**src/rtl/freq_step_pkg.sv**
```systemverilog
package freq_step_pkg;

    localparam int LVL_W   = 3;
    localparam int NUM_LVL = 5;
    localparam int WORD_W  = 32;
    localparam int DIV0_FIELDS = 7;

    localparam logic [WORD_W-1:0] PLL_PMS_MASK = 32'h03FF_3F07;
    localparam logic [WORD_W-1:0] PLL_S_MASK   = 32'h0000_0007;
    localparam logic [WORD_W-1:0] DIV0_BUSY    = 32'h0111_1111;
    localparam logic [WORD_W-1:0] DIV1_MASK    = 32'h0000_0077;
    localparam logic [WORD_W-1:0] DIV1_BUSY    = 32'h0000_0011;
    localparam int                LOCKED_BIT   = 29;

    typedef enum logic [2:0] {
        A_LOCKTIME = 3'd0,
        A_PLLWORD  = 3'd1,
        A_SRCSEL   = 3'd2,
        A_SRCSTAT  = 3'd3,
        A_DIV0     = 3'd4,
        A_DIV0STAT = 3'd5,
        A_DIV1     = 3'd6,
        A_DIV1STAT = 3'd7
    } reg_addr_e;

    typedef enum logic [4:0] {
        S_IDLE, S_PLAN,
        S_DIV0_WR, S_DIV0_WAIT, S_DIV1_RD, S_DIV1_WR, S_DIV1_WAIT,
        S_ALT_WR, S_ALT_WAIT, S_LOCK_WR, S_PLL_RD, S_PLL_WR, S_LOCK_WAIT,
        S_MAIN_WR, S_MAIN_WAIT, S_SPLL_RD, S_SPLL_WR,
        S_DONE, S_ERR
    } seq_state_e;

    typedef struct packed {
        seq_state_e         st;
        logic [LVL_W-1:0]   old_lvl;
        logic [LVL_W-1:0]   new_lvl;
        logic               div_done;
        logic               pll_done;
        logic [WORD_W-1:0]  data;
    } seq_t;

    function automatic logic [WORD_W-1:0] level_pll_word(input logic [LVL_W-1:0] lvl);
        logic [9:0] m;
        logic [5:0] p;
        logic [2:0] s;
        case (lvl)
            3'd0:    begin m = 10'd150; p = 6'd3; s = 3'd1; end
            3'd1:    begin m = 10'd250; p = 6'd6; s = 3'd1; end
            3'd2:    begin m = 10'd200; p = 6'd6; s = 3'd1; end
            3'd3:    begin m = 10'd250; p = 6'd6; s = 3'd2; end
            default: begin m = 10'd200; p = 6'd6; s = 3'd3; end
        endcase
        return {6'd0, m, 2'd0, p, 5'd0, s};
    endfunction

    function automatic logic [WORD_W-1:0] level_div0_word(input logic [LVL_W-1:0] lvl);
        logic [DIV0_FIELDS-1:0][2:0] f;
        logic [WORD_W-1:0]           w;
        case (lvl)
            3'd0, 3'd1: f = {3'd7, 3'd1, 3'd4, 3'd3, 3'd7, 3'd3, 3'd0};
            3'd2, 3'd3: f = {3'd7, 3'd1, 3'd3, 3'd3, 3'd7, 3'd3, 3'd0};
            default:    f = {3'd0, 3'd1, 3'd3, 3'd1, 3'd3, 3'd1, 3'd0};
        endcase
        w = '0;
        for (int k = 0; k < DIV0_FIELDS; k++) begin
            w[4*k +: 3] = f[k];
        end
        return w;
    endfunction

    function automatic logic [2:0] level_div1_hi(input logic [LVL_W-1:0] lvl);
        case (lvl)
            3'd0:    return 3'd5;
            3'd1:    return 3'd4;
            default: return 3'd3;
        endcase
    endfunction

endpackage

```
**src/rtl/freq_level_table.sv**
```systemverilog
module freq_level_table
    import freq_step_pkg::*;
(
    input  logic [LVL_W-1:0]  lvl_i,
    output logic [WORD_W-1:0] pll_word_o,
    output logic [WORD_W-1:0] div0_word_o,
    output logic [2:0]        div1_hi_o,
    output logic [2:0]        div1_lo_o
);

    always_comb begin
        pll_word_o  = level_pll_word(lvl_i);
        div0_word_o = level_div0_word(lvl_i);
        div1_hi_o   = level_div1_hi(lvl_i);
        div1_lo_o   = 3'd0;
    end

endmodule

```
**src/rtl/freq_wait_timer.sv**
```systemverilog
module freq_wait_timer #(
    parameter int CNT_W = 16
) (
    input  logic             clk,
    input  logic             rst_n,
    input  logic             active_i,
    input  logic             ok_i,
    input  logic [CNT_W-1:0] limit_i,
    output logic             expired_o
);

    localparam logic [CNT_W-1:0] CNT_MAX = '1;

    logic [CNT_W-1:0] cnt_d, cnt_q;

    always_comb begin
        if (active_i && !ok_i) begin
            cnt_d = (cnt_q == CNT_MAX) ? cnt_q : cnt_q + 1'b1;
        end else begin
            cnt_d = '0;
        end
        expired_o = active_i && !ok_i && (cnt_q >= limit_i);
    end

    always_ff @(posedge clk or negedge rst_n) begin
        if (!rst_n) cnt_q <= '0;
        else        cnt_q <= cnt_d;
    end

endmodule

```
**src/rtl/freq_step_seq.sv**
```systemverilog
module freq_step_seq
    import freq_step_pkg::*;
#(
    parameter int                TMO_W     = 16,
    parameter logic [WORD_W-1:0] LOCK_TIME = 32'h0000_02E8
) (
    input  logic              clk,
    input  logic              rst_n,
    input  logic              req_i,
    input  logic [LVL_W-1:0]  old_lvl_i,
    input  logic [LVL_W-1:0]  new_lvl_i,
    input  logic [TMO_W-1:0]  timeout_i,
    output logic              busy_o,
    output logic              done_o,
    output logic              err_o,
    output logic              reg_wr_o,
    output logic              reg_rd_o,
    output logic [2:0]        reg_addr_o,
    output logic [WORD_W-1:0] reg_wdata_o,
    input  logic [WORD_W-1:0] reg_rdata_i
);

    localparam logic [LVL_W-1:0] MAX_LVL = LVL_W'(NUM_LVL - 1);

    seq_t q, d;

    // index 0: current level, index 1: target level
    logic [1:0][WORD_W-1:0] tbl_pll;
    logic [1:0][WORD_W-1:0] tbl_div0;
    logic [1:0][2:0]        tbl_d1hi;
    logic [1:0][2:0]        tbl_d1lo;

    genvar g;
    generate
        for (g = 0; g < 2; g++) begin : g_tbl
            freq_level_table u_tbl (
                .lvl_i       ((g == 0) ? q.old_lvl : q.new_lvl),
                .pll_word_o  (tbl_pll[g]),
                .div0_word_o (tbl_div0[g]),
                .div1_hi_o   (tbl_d1hi[g]),
                .div1_lo_o   (tbl_d1lo[g])
            );
        end
    endgenerate

    logic wait_act, wait_ok, expired;

    always_comb begin
        wait_act = 1'b0;
        wait_ok  = 1'b0;
        case (q.st)
            S_DIV0_WAIT: begin wait_act = 1'b1; wait_ok = (reg_rdata_i & DIV0_BUSY) == '0; end
            S_DIV1_WAIT: begin wait_act = 1'b1; wait_ok = (reg_rdata_i & DIV1_BUSY) == '0; end
            S_ALT_WAIT:  begin wait_act = 1'b1; wait_ok = reg_rdata_i[2:0] == 3'd2; end
            S_MAIN_WAIT: begin wait_act = 1'b1; wait_ok = reg_rdata_i[2:0] == 3'd1; end
            S_LOCK_WAIT: begin wait_act = 1'b1; wait_ok = reg_rdata_i[LOCKED_BIT]; end
            default:     ;
        endcase
    end

    freq_wait_timer #(.CNT_W(TMO_W)) u_timer (
        .clk       (clk),
        .rst_n     (rst_n),
        .active_i  (wait_act),
        .ok_i      (wait_ok),
        .limit_i   (timeout_i),
        .expired_o (expired)
    );

    logic       relock;
    seq_state_e pll_entry;
    seq_state_e pll_exit;
    seq_state_e div_exit;
    reg_addr_e  addr;

    always_comb begin
        d           = q;
        reg_wr_o    = 1'b0;
        reg_rd_o    = 1'b0;
        addr        = A_LOCKTIME;
        reg_wdata_o = '0;
        relock      = tbl_pll[0][25:8] != tbl_pll[1][25:8];
        pll_entry   = relock ? S_ALT_WR : S_SPLL_RD;
        pll_exit    = q.div_done ? S_DONE : S_DIV0_WR;
        div_exit    = q.pll_done ? S_DONE : pll_entry;

        case (q.st)
            S_IDLE: begin
                if (req_i && (old_lvl_i <= MAX_LVL) && (new_lvl_i <= MAX_LVL)) begin
                    d.old_lvl  = old_lvl_i;
                    d.new_lvl  = new_lvl_i;
                    d.div_done = 1'b0;
                    d.pll_done = 1'b0;
                    d.st       = (old_lvl_i == new_lvl_i) ? S_DONE : S_PLAN;
                end
            end
            S_PLAN: d.st = (q.new_lvl < q.old_lvl) ? S_DIV0_WR : pll_entry;
            // divider chain
            S_DIV0_WR: begin
                reg_wr_o    = 1'b1;
                addr        = A_DIV0;
                reg_wdata_o = tbl_div0[1];
                d.st        = S_DIV0_WAIT;
            end
            S_DIV0_WAIT: begin
                reg_rd_o = 1'b1;
                addr     = A_DIV0STAT;
                if (wait_ok)      d.st = S_DIV1_RD;
                else if (expired) d.st = S_ERR;
            end
            S_DIV1_RD: begin
                reg_rd_o = 1'b1;
                addr     = A_DIV1;
                d.data   = reg_rdata_i;
                d.st     = S_DIV1_WR;
            end
            S_DIV1_WR: begin
                reg_wr_o    = 1'b1;
                addr        = A_DIV1;
                reg_wdata_o = (q.data & ~DIV1_MASK) |
                              {25'd0, tbl_d1hi[1], 1'b0, tbl_d1lo[1]};
                d.st        = S_DIV1_WAIT;
            end
            S_DIV1_WAIT: begin
                reg_rd_o = 1'b1;
                addr     = A_DIV1STAT;
                if (wait_ok) begin
                    d.div_done = 1'b1;
                    d.st       = div_exit;
                end else if (expired) begin
                    d.st = S_ERR;
                end
            end
            // full PLL change
            S_ALT_WR: begin
                reg_wr_o    = 1'b1;
                addr        = A_SRCSEL;
                reg_wdata_o = 32'd2;
                d.st        = S_ALT_WAIT;
            end
            S_ALT_WAIT: begin
                reg_rd_o = 1'b1;
                addr     = A_SRCSTAT;
                if (wait_ok)      d.st = S_LOCK_WR;
                else if (expired) d.st = S_ERR;
            end
            S_LOCK_WR: begin
                reg_wr_o    = 1'b1;
                addr        = A_LOCKTIME;
                reg_wdata_o = LOCK_TIME;
                d.st        = S_PLL_RD;
            end
            S_PLL_RD: begin
                reg_rd_o = 1'b1;
                addr     = A_PLLWORD;
                d.data   = reg_rdata_i;
                d.st     = S_PLL_WR;
            end
            S_PLL_WR: begin
                reg_wr_o    = 1'b1;
                addr        = A_PLLWORD;
                reg_wdata_o = (q.data & ~PLL_PMS_MASK) | tbl_pll[1];
                d.st        = S_LOCK_WAIT;
            end
            S_LOCK_WAIT: begin
                reg_rd_o = 1'b1;
                addr     = A_PLLWORD;
                if (wait_ok)      d.st = S_MAIN_WR;
                else if (expired) d.st = S_ERR;
            end
            S_MAIN_WR: begin
                reg_wr_o    = 1'b1;
                addr        = A_SRCSEL;
                reg_wdata_o = 32'd1;
                d.st        = S_MAIN_WAIT;
            end
            S_MAIN_WAIT: begin
                reg_rd_o = 1'b1;
                addr     = A_SRCSTAT;
                if (wait_ok) begin
                    d.pll_done = 1'b1;
                    d.st       = pll_exit;
                end else if (expired) begin
                    d.st = S_ERR;
                end
            end
            // post-scaler only
            S_SPLL_RD: begin
                reg_rd_o = 1'b1;
                addr     = A_PLLWORD;
                d.data   = reg_rdata_i;
                d.st     = S_SPLL_WR;
            end
            S_SPLL_WR: begin
                reg_wr_o    = 1'b1;
                addr        = A_PLLWORD;
                reg_wdata_o = (q.data & ~PLL_S_MASK) | (tbl_pll[1] & PLL_S_MASK);
                d.pll_done  = 1'b1;
                d.st        = pll_exit;
            end
            S_DONE:  d.st = S_IDLE;
            S_ERR:   d.st = S_ERR;
            default: d.st = S_IDLE;
        endcase

        reg_addr_o = addr;
        busy_o     = !(q.st inside {S_IDLE, S_DONE, S_ERR});
        done_o     = q.st == S_DONE;
        err_o      = q.st == S_ERR;
    end

    always_ff @(posedge clk or negedge rst_n) begin
        if (!rst_n) begin
            q <= '{st: S_IDLE, old_lvl: '0, new_lvl: '0,
                   div_done: 1'b0, pll_done: 1'b0, data: '0};
        end else begin
            q <= d;
        end
    end

endmodule

```
**config.mk**
```make
export PLATFORM = sky130hd
export DESIGN_NAME = freq_step_seq
export DESIGN_NICKNAME = d
export VERILOG_FILES = /design/src/rtl/freq_step_pkg.sv /design/src/rtl/freq_level_table.sv /design/src/rtl/freq_wait_timer.sv /design/src/rtl/freq_step_seq.sv
export SDC_FILE = /design/constraint.sdc
export NUM_CORES = 1
export LEC_CHECK = 0
export ABC_AREA = 1
export BUFFER_PORTS_ARGS = -buffer_cell sky130_fd_sc_hd__buf_2
export CAP_MARGIN = 0
export CORE_ASPECT_RATIO = 2
export CORE_UTILIZATION = 30
export DETAILED_ROUTE_END_ITERATION = 7
export PLACE_DENSITY = 0.58
export SLEW_MARGIN = 20
export SYNTH_ARGS = -nofsm -noshare
export SYNTH_HDL_FRONTEND = slang
export SYNTH_SLANG_ARGS = --single-unit
```
**constraint.sdc**
```tcl
create_clock -name clk -period 1.6 [get_ports clk]
set_input_delay 0.32 -clock clk [delete_from_list [all_inputs] [get_ports clk]]
set_output_delay 0.32 -clock clk [all_outputs]
set_load 0.1 [all_outputs]
```
==> results of run 1 <==
-- cells by family after synthesis --
family,Yosys count
AND/OR/NAND/NOR,263
buffers and inverters,123
XOR/XNOR,12
adder cells (fa/ha/maj),19
AO/OA/AOI/OAI,95
flip-flops,58
multiplexers,2
other,1
-- layout make-up --
class / count / area, µm²
Sequential cell: 58 / 1460
Clock buffer: 11 / 243
Tap cell: 152 / 190
Inverter: 112 / 439
Timing Repair Buffer: 269 / 2720
Multi-Input combinational cell: 392 / 2800
Clock inverter: 5 / 53.8
Fill cell: 1109 / 5090
-- worst max-delay path by stage --
stage,cells past startpoint,to,from
6_report,11,reg_wr_o,q[40]$_DFFE_PN0P_
3_5_place_dp,7,reg_wr_o,q[42]$_DFFE_PN0P_
2_1_floorplan,10,reg_wdata_o[10],q[40]$_DFFE_PN0P_
4_1_cts,9,reg_wdata_o[3],q[41]$_DFFE_PN0P_
5_1_grt,9,reg_wdata_o[20],q[41]$_DFFE_PN0P_
3_3_place_gp,7,reg_wr_o,q[42]$_DFFE_PN0P_
-- worst max-delay path: stages (launching register included) --
cell and delay, ns:
dfrtp_2 0.47, inv_4 0.10, nor2_4 0.03, inv_2 0.09
nor2_4 0.05, nand2_2 0.06, inv_2 0.05, nor2_4 0.20
buf_12 0.17, buf_12 0.10, nand4_1 0.15, buf_12 0.23
-- registers in the layout, summed over array words and instances, names as in the netlist --
name           cells
u_timer.cnt_q     16
q                 42
-- metal layers --
layer  up-vias  global-route usage, %  routed length [µm]
li1       2363                      -                   -
met1      2365                   18.6                5020
met2       196                   48.2                9800
met3        74                   4.95                 769
met4         0                   17.2                1420
met5         -                      0                   0
-- cell usage in the layout (no fill, tap or decap), types with 20 or more instances in the layout --
cell type    n
buf_4      122
nand2_1     99
inv_1       83
buf_2       56
dfrtp_1     55
buf_12      44
buf_6       38
nor2_1      34
nor2_4      28
nand2_2     26
inv_2       22
a21oi_1     20
o21ai_1     20
-- Yosys cell counts (3+ instances only) --
| library cell | n | area [µm²] |
|---|---|---|
| nand2_1 | 134 | 503 |
| inv_1 | 95 | 357 |
| nor2_1 | 65 | 244 |
| dfrtp_1 | 58 | 1450 |
| o21ai_0 | 41 | 205 |
| a21oi_1 | 22 | 110 |
| nand3_1 | 21 | 105 |
| ha_1 | 19 | 238 |
| inv_2 | 16 | 60.1 |
| o21ai_1 | 16 | 80.1 |
| nor3_1 | 12 | 60.1 |
| buf_2 | 6 | 30.0 |
| nand4_1 | 6 | 37.5 |
| o211ai_1 | 6 | 45.0 |
| xnor2_1 | 6 | 52.6 |
| xor2_1 | 6 | 52.6 |
| clkbuf_1 | 4 | 15.0 |
| nor2_2 | 4 | 25.0 |
| nand2_2 | 3 | 18.8 |
| nand3_2 | 3 | 30.0 |
| nor2_4 | 3 | 33.8 |
| nor4_1 | 3 | 18.8 |
| o2111ai_1 | 3 | 26.3 |
-- repair_timing --
| action | CTS | global route |
|---|---|---|
| pin swaps | 17 | 30 |
| cloned | 1 | 4 |
| gates resized for setup | 108 | 123 |
| endpoints found under the setup margin | 97 | 97 |
| buffers inserted | 26 | 21 |
-- metrics by stage --
| step | hold slack, ns | total power (µW) |
|---|---|---|
| floorplan | 0.0244 | 8370 |
| global placement | 0.350 | 13000 |
| detailed placement | 0.368 | 13100 |
| CTS | 0.00968 | 16300 |
| global route | 0.0305 | 18400 |
| finish | -0.0120 | 17700 |
-- power by group through the flow --
stage | Clock, µW | Sequential [µW] | Combinational (µW)
final | 1950 | 2360 | 13400
after global placement | 0 | 2320 | 10700
after CTS | 1980 | 2340 | 12000
after floorplan | 0 | 2260 | 6110
after global routing | 2020 | 2420 | 14000
after detailed placement | 0 | 2330 | 10700
==> out/results.txt, run 1 <==
DRT iter0 DRCs: 163
die outline width: 83.5 µm
maximum number of pins on one net before global-route repair: 59
Final period util: 148%
Yosys reg bits: 58
share of power burned in the clock network: 11.0%
synthesized instance count: 573
layout overhead on the synthesized area: 98.1%
hold crit path type: in2async
R2R setup slack: -0.52 ns
Yosys Warn Count: 0
number of levels in the clock H-tree: 3
net count after synthesis: 649
fraction of power consumed by combinational cells: 75.6%
number of placed cells counting well taps: 939
initial core utilization: 30.7%
WL final: 17000 µm
final instance area: 7900 µm²
main combinational cell family by area after synthesis: simple AND/OR/NAND/NOR gates
final antenna diode count: 0
post-synth cell types: 40
DRC Markers: 0
Final #Nets: 918
Port-buffer cells: 95
final HPWL from detailed placement: 12400 µm
fraction of the mapped netlist area in adder cells: 5.96%
internal power: 8670 µW
reported net switching power: 9030 µW
cts bufs inserted: 9
CTS hold repair buffers: 0
iteration count of the initial detailed-routing pass: 4
DR vias: 4998
Power Density: 2240 nW/µm²
area fraction in compound gates after synthesis: 13.3%
maximum clock path buffer count: 2
proportion of synthesized chip area in sequential cells: 36.4%
layout cells sized above 1: 52.7%
worst clock skew on the final layout: 0.00967 ns
TritonCTS sink count: 58
proportion of total power due to net switching: 51.0%
number of antenna violations at the first check in global routing: 0
ys async rst share: 100%
Syn Area/Cell: 6.96 µm²
CP Max Fanout: 5
routability congestion estimate from global placement: 0.947
die height: 165 µm
leakage component of the power: 0.00392 µW
ports placed on the boundary: 97
achievable frequency: 424 MHz
final cell count without fillers: 999
remaining number of nets flagged by the antenna check after routing: 0
number of hold-slack violations in the final timing report: 5
startpoint types: flop
Row Count: 59
wire length per cell after detailed routing: 17.0 µm
share of cell area taken by muxes after synthesis: 0.534%
Post-Route Utilization: 60.8%
setup tns final: -38.33 ns
area share of xor/xnor cells in the synthesized design: 2.64%
unrepaired setup endpoints after global routing: true
sequential group share of total power: 13.4%
min Tclk post-route: 2.36 ns
actual transition at the worst max-transition pin: 0.543 ns
TritonCTS clock tree: yes
DP Area: 6390 µm²
worst hold margin: -0.0120 ns
floorplan die area: 13800 µm²
required time at the worst-slack endpoint: 1.28 ns
max_cap viols: 0
Total Routing Usage GR: 23.4%
Worst R2R Path Depth: 14
count of final setup violators: 97
basic-gate share of the synthesized area counting and, or, nand and nor cells: 29.2%
worst setup path category: reg2out
worst skew pair latency: 0.34 ns
max-slew violation count: 0
Via-to-Cell Ratio: 5.00
Final WS setup: -0.760 ns
most common flop cell mapped by yosys: dfrtp_1
vias in the first global route: 5141
failing checks: negative hold slack, negative setup slack
WP data arrival: 2.04 ns
combined area of all synthesized cells: 3990 µm²
CTS Root Cell: clkbuf_16
area of the core: 13000 µm²
number of flops mapped to enable cells by yosys: 0
Clock transition at path regs: 0.05 ns
R2R Path End: u_timer.cnt_q[15]$_DFFE_PN0P_
overflow left after global routing: 0
relative slew slack: 63.5%
kind of end point of the critical path: output port
largest vdd supply drop: 3040 µV
source of the worst register-to-register timing path: q[40]$_DFFE_PN0P_
worst setup slack before clock tree synthesis: -0.465 ns
first-pass GRT wire length: 24400 µm
outcome: complete, but fails checks
No activity file was read; power rests on OpenSTA's default activity.
==> run 2: changes to the inputs <==
Settings changed: PLACE_DENSITY 0.58 to 0.56.
Clock period 1.6 ns to 3.1 ns, I/O delays scaled along.
==> run 2 against run 1 <==
Against the previous run:
- sequential power down 48%
- final area down 36%
- the flow now finishes without violations
- power down 65%
- flip-flop and latch count unchanged
- count of clock-buffer cells in the layout down 1
- largest power group unchanged
- register-to-register slack better by 1.3 ns
- routed wire length down 24%
==> out/results.txt, run 2 (same netlist as run 1, synthesis figures left out) <==
outcome: completed
first-pass GRT wire length: 20100 µm
worst skew pair latency: 0.33 ns
worst clock skew on the final layout: 0.00799 ns
R2R setup slack: 0.82 ns
Via-to-Cell Ratio: 4.87
number of fill cells: 1411
WP data arrival: 2.33 ns
DRT iter0 DRCs: 134
number of hold-slack violations in the final timing report: 0
Biggest register: q
die height: 165 µm
most frequent standard cell in the layout excluding fill and tap cells: nand2_1
Worst R2R Path Depth: 13
area taken by flip-flops and latches: 1450 µm²
actual transition at the worst max-transition pin: 0.694 ns
area of the core: 13000 µm²
Row Count: 59
setup tns final: 0 ns
worst setup slack before clock tree synthesis: 0.344 ns
required time at the worst-slack endpoint: 2.48 ns
DP Area: 4680 µm²
DRC Markers: 0
maximum number of pins on one net before global-route repair: 58
WL final: 12900 µm
Power, Total: 6120 µW
worst setup path category: reg2out
maximum clock path buffer count: 2
cts bufs inserted: 9
kind of end point of the critical path: output port
TritonCTS clock tree: yes
largest registers: q (42), u_timer.cnt_q (16)
relative slew slack: 53.3%
largest vdd supply drop: 1300 µV
Power Density: 1220 nW/µm²
Total Routing Usage GR: 19.3%
floorplan die area: 13800 µm²
hold crit path type: in2async
Critical Path Max Stage Delay: 0.46 ns
final HPWL from detailed placement: 10500 µm
remaining number of nets flagged by the antenna check after routing: 0
Final period util: 95.0%
crit path cell chain: inv_2 > nor2_4 > nand2_1 > nor2_4 > inv_1 > nor2_1 > inv_1 > o2111ai_1 > buf_2
top library cells by usage in the layout, fill and taps aside: nand2_1, inv_1, buf_2, nor2_1, dfrtp_1
min Tclk post-route: 2.95 ns
initial core utilization: 30.7%
vias in the first global route: 4145
slowest library cell on the worst path: dfrtp_1
number of antenna violations at the first check in global routing: 0
Final WS setup: 0.154 ns
CTS Root Cell: clkbuf_16
overflow left after global routing: 0
max_cap viols: 0
area of the multi-input gates: 2130 µm²
startpoint types: flop
leakage component of the power: 0.00265 µW
unrepaired setup endpoints after global routing: false
iteration count of the initial detailed-routing pass: 5
Clock transition at path regs: 0.06 ns
routability congestion estimate from global placement: 0.903
R2R Path End: q[44]$_DFFE_PN0P_
final instance area: 5030 µm²
Largest register FFs: 42
Port-buffer cells: 95
source of the worst register-to-register timing path: q[42]$_DFFE_PN0P_
DR vias: 4034
number of levels in the clock H-tree: 3
ports placed on the boundary: 97
layout cells sized above 1: 24.4%
Final #Nets: 747
layout overhead on the synthesized area: 26.3%
TritonCTS sink count: 58
wire length per cell after detailed routing: 15.5 µm
die outline width: 83.5 µm
Post-Route Utilization: 38.8%
final antenna diode count: 0
achievable frequency: 339 MHz
count of final setup violators: 0
max-slew violation count: 0
CP Max Fanout: 7
[run 2: timing repair]
| action | in CTS | in global routing |
|---|---|---|
| hold buffers | 0 | 0 |
| endpoints found under the setup margin | 4 | 15 |
| resized for setup | 4 | 5 |
| setup buffers | 0 | 0 |
[run 2: per-layer routing]
metal | part of all wire (%) | vias to the layer above | wire length (µm) | global-route usage [%]
met3 | 4.1 | 27 | 530 | 3.55
met1 | 34 | 1855 | 4370 | 17.1
met4 | 4.7 | 0 | 602 | 10.7
met2 | 57 | 132 | 7370 | 39.7
li1 | - | 2020 | - | -
met5 | 0 | - | 0 | 0
[run 2: area by class of cell]
class / instances / area share, %
multi-input cells: 392 / 42.3
clock inverters: 6 / 1.79
clock buffers: 10 / 4.75
inverters: 112 / 8.35
repair buffers: 98 / 10.2
well taps: 152 / 3.78
flip-flops and latches: 58 / 28.8
[run 2: where the power goes]
group / internal [µW] / total [µW] / switching [µW]
Combinational: 737 / 3800 / 3070
Sequential: 1040 / 1220 / 180
Clock: 726 / 1100 / 373
[run 2: worst max-delay path by stage]
stage,depth (start not counted),startpoint,end,slack [ns]
final,9,q[41]$_DFFE_PN0P_,reg_wdata_o[17],0.15
after global routing,8,q[42]$_DFFE_PN0P_,reg_rd_o,0.01
after CTS,9,q[41]$_DFFE_PN0P_,reg_wdata_o[25],0.01
after detailed placement,9,q[41]$_DFFE_PN0P_,reg_wdata_o[5],0.34
after global placement,8,q[44]$_DFFE_PN0P_,reg_wdata_o[5],0.32
after floorplan,9,q[40]$_DFFE_PN0P_,reg_wdata_o[12],-0.60
[run 2: critical path: cells and delay by family (launching register included)]
kind                   cells  cell delay (ns)
flip-flops                 1             0.46
buffers and inverters      4             0.76
AND/OR/NAND/NOR            4             0.69
AO/OA/AOI/OAI              1             0.09
[run 2: stage by stage]
step                hold WS, ns  std cells
CTS                       0.162        828
global route              0.178        828
finish                    0.162        828
detailed placement        0.492        812
global placement          0.480        812
floorplan                 0.324        573
==> run 3: changes to the inputs <==
Clock period 3.1 ns to 3.2 ns, I/O delays scaled along.
==> run 3 against run 2 <==
Against the previous run:
- final cell count grew 0.12%
- sequential share of layout area is 0.24 points higher
- non-clock buffer count increased by 1
- global-route usage decreased by 0.72 points
- combinational power fell by 5%
- routed wire length shrank 4.0%
- die area unchanged
- flip-flop and latch count is the same
- critical path type unchanged
- register-to-register slack improved by 0.14 ns
- core utilization is 0.29 points lower
- count of clock-buffer cells in the layout unchanged
- sequential power barely moved
==> out/results.txt, run 3 (same netlist as run 1, synthesis figures left out) <==
outcome: completed
Final WS setup: 0.197 ns
final antenna diode count: 0
vias in the first global route: 4193
number of antenna violations at the first check in global routing: 0
ports placed on the boundary: 97
Total Routing Usage GR: 18.6%
cts bufs inserted: 9
die height: 165 µm
die outline width: 83.5 µm
worst hold margin: 0.214 ns
overflow left after global routing: 0
Power Density: 1180 nW/µm²
Row Count: 59
largest vdd supply drop: 1180 µV
startpoint types: flop
fraction of power consumed by combinational cells: 61.5%
Port-buffer cells: 95
area of the multi-input gates: 2090 µm²
area taken by flip-flops and latches: 1450 µm²
maximum number of pins on one net before global-route repair: 58
worst clock skew on the final layout: 0.0152 ns
internal power: 2410 µW
CTS Root Cell: clkbuf_16
CP Max Fanout: 10
worst setup slack before clock tree synthesis: 0.434 ns
Clock transition at path regs: 0.06 ns
WP data arrival: 2.36 ns
leakage component of the power: 0.00263 µW
top library cells by usage in the layout, fill and taps aside: nand2_1, inv_1, buf_2, nor2_1, dfrtp_1
max_cap viols: 0
R2R setup slack: 0.96 ns
number of hold-slack violations in the final timing report: 0
remaining number of nets flagged by the antenna check after routing: 0
DR vias: 4028
iteration count of the initial detailed-routing pass: 4
hold crit path type: in2async
unrepaired setup endpoints after global routing: false
source of the worst register-to-register timing path: q[42]$_DFFE_PN0P_
wire length per cell after detailed routing: 14.9 µm
relative slew slack: 49.1%
count of final setup violators: 0
DP Area: 4660 µm²
TritonCTS sink count: 58
Final #Nets: 748
worst setup path category: reg2out
DRC Markers: 0
worst skew pair latency: 0.34 ns
WL final: 12400 µm
kind of end point of the critical path: output port
number of fill cells: 1418
layout overhead on the synthesized area: 25.4%
most frequent standard cell in the layout excluding fill and tap cells: nand2_1
final instance area: 5000 µm²
max-slew violation count: 0
min Tclk post-route: 3.00 ns
floorplan die area: 13800 µm²
area of the core: 13000 µm²
reported net switching power: 3470 µW
initial core utilization: 30.7%
achievable frequency: 333 MHz
required time at the worst-slack endpoint: 2.56 ns
first-pass GRT wire length: 19800 µm
DRT iter0 DRCs: 91
sequential group share of total power: 20.3%
number of levels in the clock H-tree: 3
Largest register FFs: 42
final HPWL from detailed placement: 10200 µm
TritonCTS clock tree: yes
CTS hold repair buffers: 0
maximum clock path buffer count: 2
Via-to-Cell Ratio: 4.86
Final period util: 93.9%
critical path launch point: q[40]$_DFFE_PN0P_
largest registers: q (42), u_timer.cnt_q (16)
routability congestion estimate from global placement: 0.999
actual transition at the worst max-transition pin: 0.759 ns
proportion of total power due to net switching: 59.0%
Biggest register: q
share of power burned in the clock network: 18.2%
layout cells sized above 1: 23.6%
## run 3: through the flow
step	utilization, %	setup TNS [ns]	cells	power (µW)
3_3_place_gp	35.8	0	813	4800
3_5_place_dp	35.8	0	813	4810
4_1_cts	38.4	0	829	5900
5_1_grt	38.5	0	829	6210
6_report	38.5	0	829	5880
2_1_floorplan	-	-2.74	573	4100
## run 3: area by class of cell
cell class | instances | area share [%]
repair buffers | 99 | 10.3
clock inverters | 6 | 1.80
inverters | 112 | 8.41
well taps | 152 | 3.81
multi-input cells | 392 | 41.8
clock buffers | 10 | 4.78
flip-flops and latches | 58 | 29.1
## run 3: worst max-delay path, cell delays in order (launching register included)
cell and delay (ns):
dfrtp_2 0.49, inv_2 0.08, nor2_1 0.05, inv_1 0.10, nor2_2 0.07, nand2_1 0.15, inv_2 0.07, nor3_2 0.58
nor2_1 0.11, buf_2 0.33
## run 3: final timing paths
check                      cells past startpoint                            to
setup / recovery                               9               reg_wdata_o[29]
hold / removal                                 1             q[11]$_DFFE_PN0P_
setup reg to reg                              10  u_timer.cnt_q[0]$_DFFE_PN0P_
hold reg to reg                                1              q[5]$_DFFE_PN0P_
max in group asynchronous                      2             q[17]$_DFFE_PN0P_
min in group clk                               3             q[21]$_DFFE_PN0P_
## run 3: power by group through the flow
stage	clock, µW	combinational, µW	sequential [µW]
global route	1130	3860	1220
global placement	0	3610	1200
finish	1070	3620	1190
CTS	1090	3620	1190
detailed placement	0	3610	1200
floorplan	0	2970	1130
## run 3: timing repair
item                                   CTS  global route
gates resized for setup                  0             5
setup endpoints to repair                0            10
endpoints found under the hold margin    0             0
setup buffers                            0             0
## run 3: per-layer routing
| metal | global-route usage [%] | up-vias | share of wire [%] | wire [µm] |
|---|---|---|---|---|
| met1 | 16.5 | 1835 | 34 | 4170 |
| met3 | 3.25 | 38 | 4.6 | 567 |
| met4 | 10.6 | 0 | 4.9 | 607 |
| li1 | - | 2021 | - | - |
| met5 | 0 | - | 0 | 0 |
| met2 | 38.1 | 134 | 57 | 7010 |
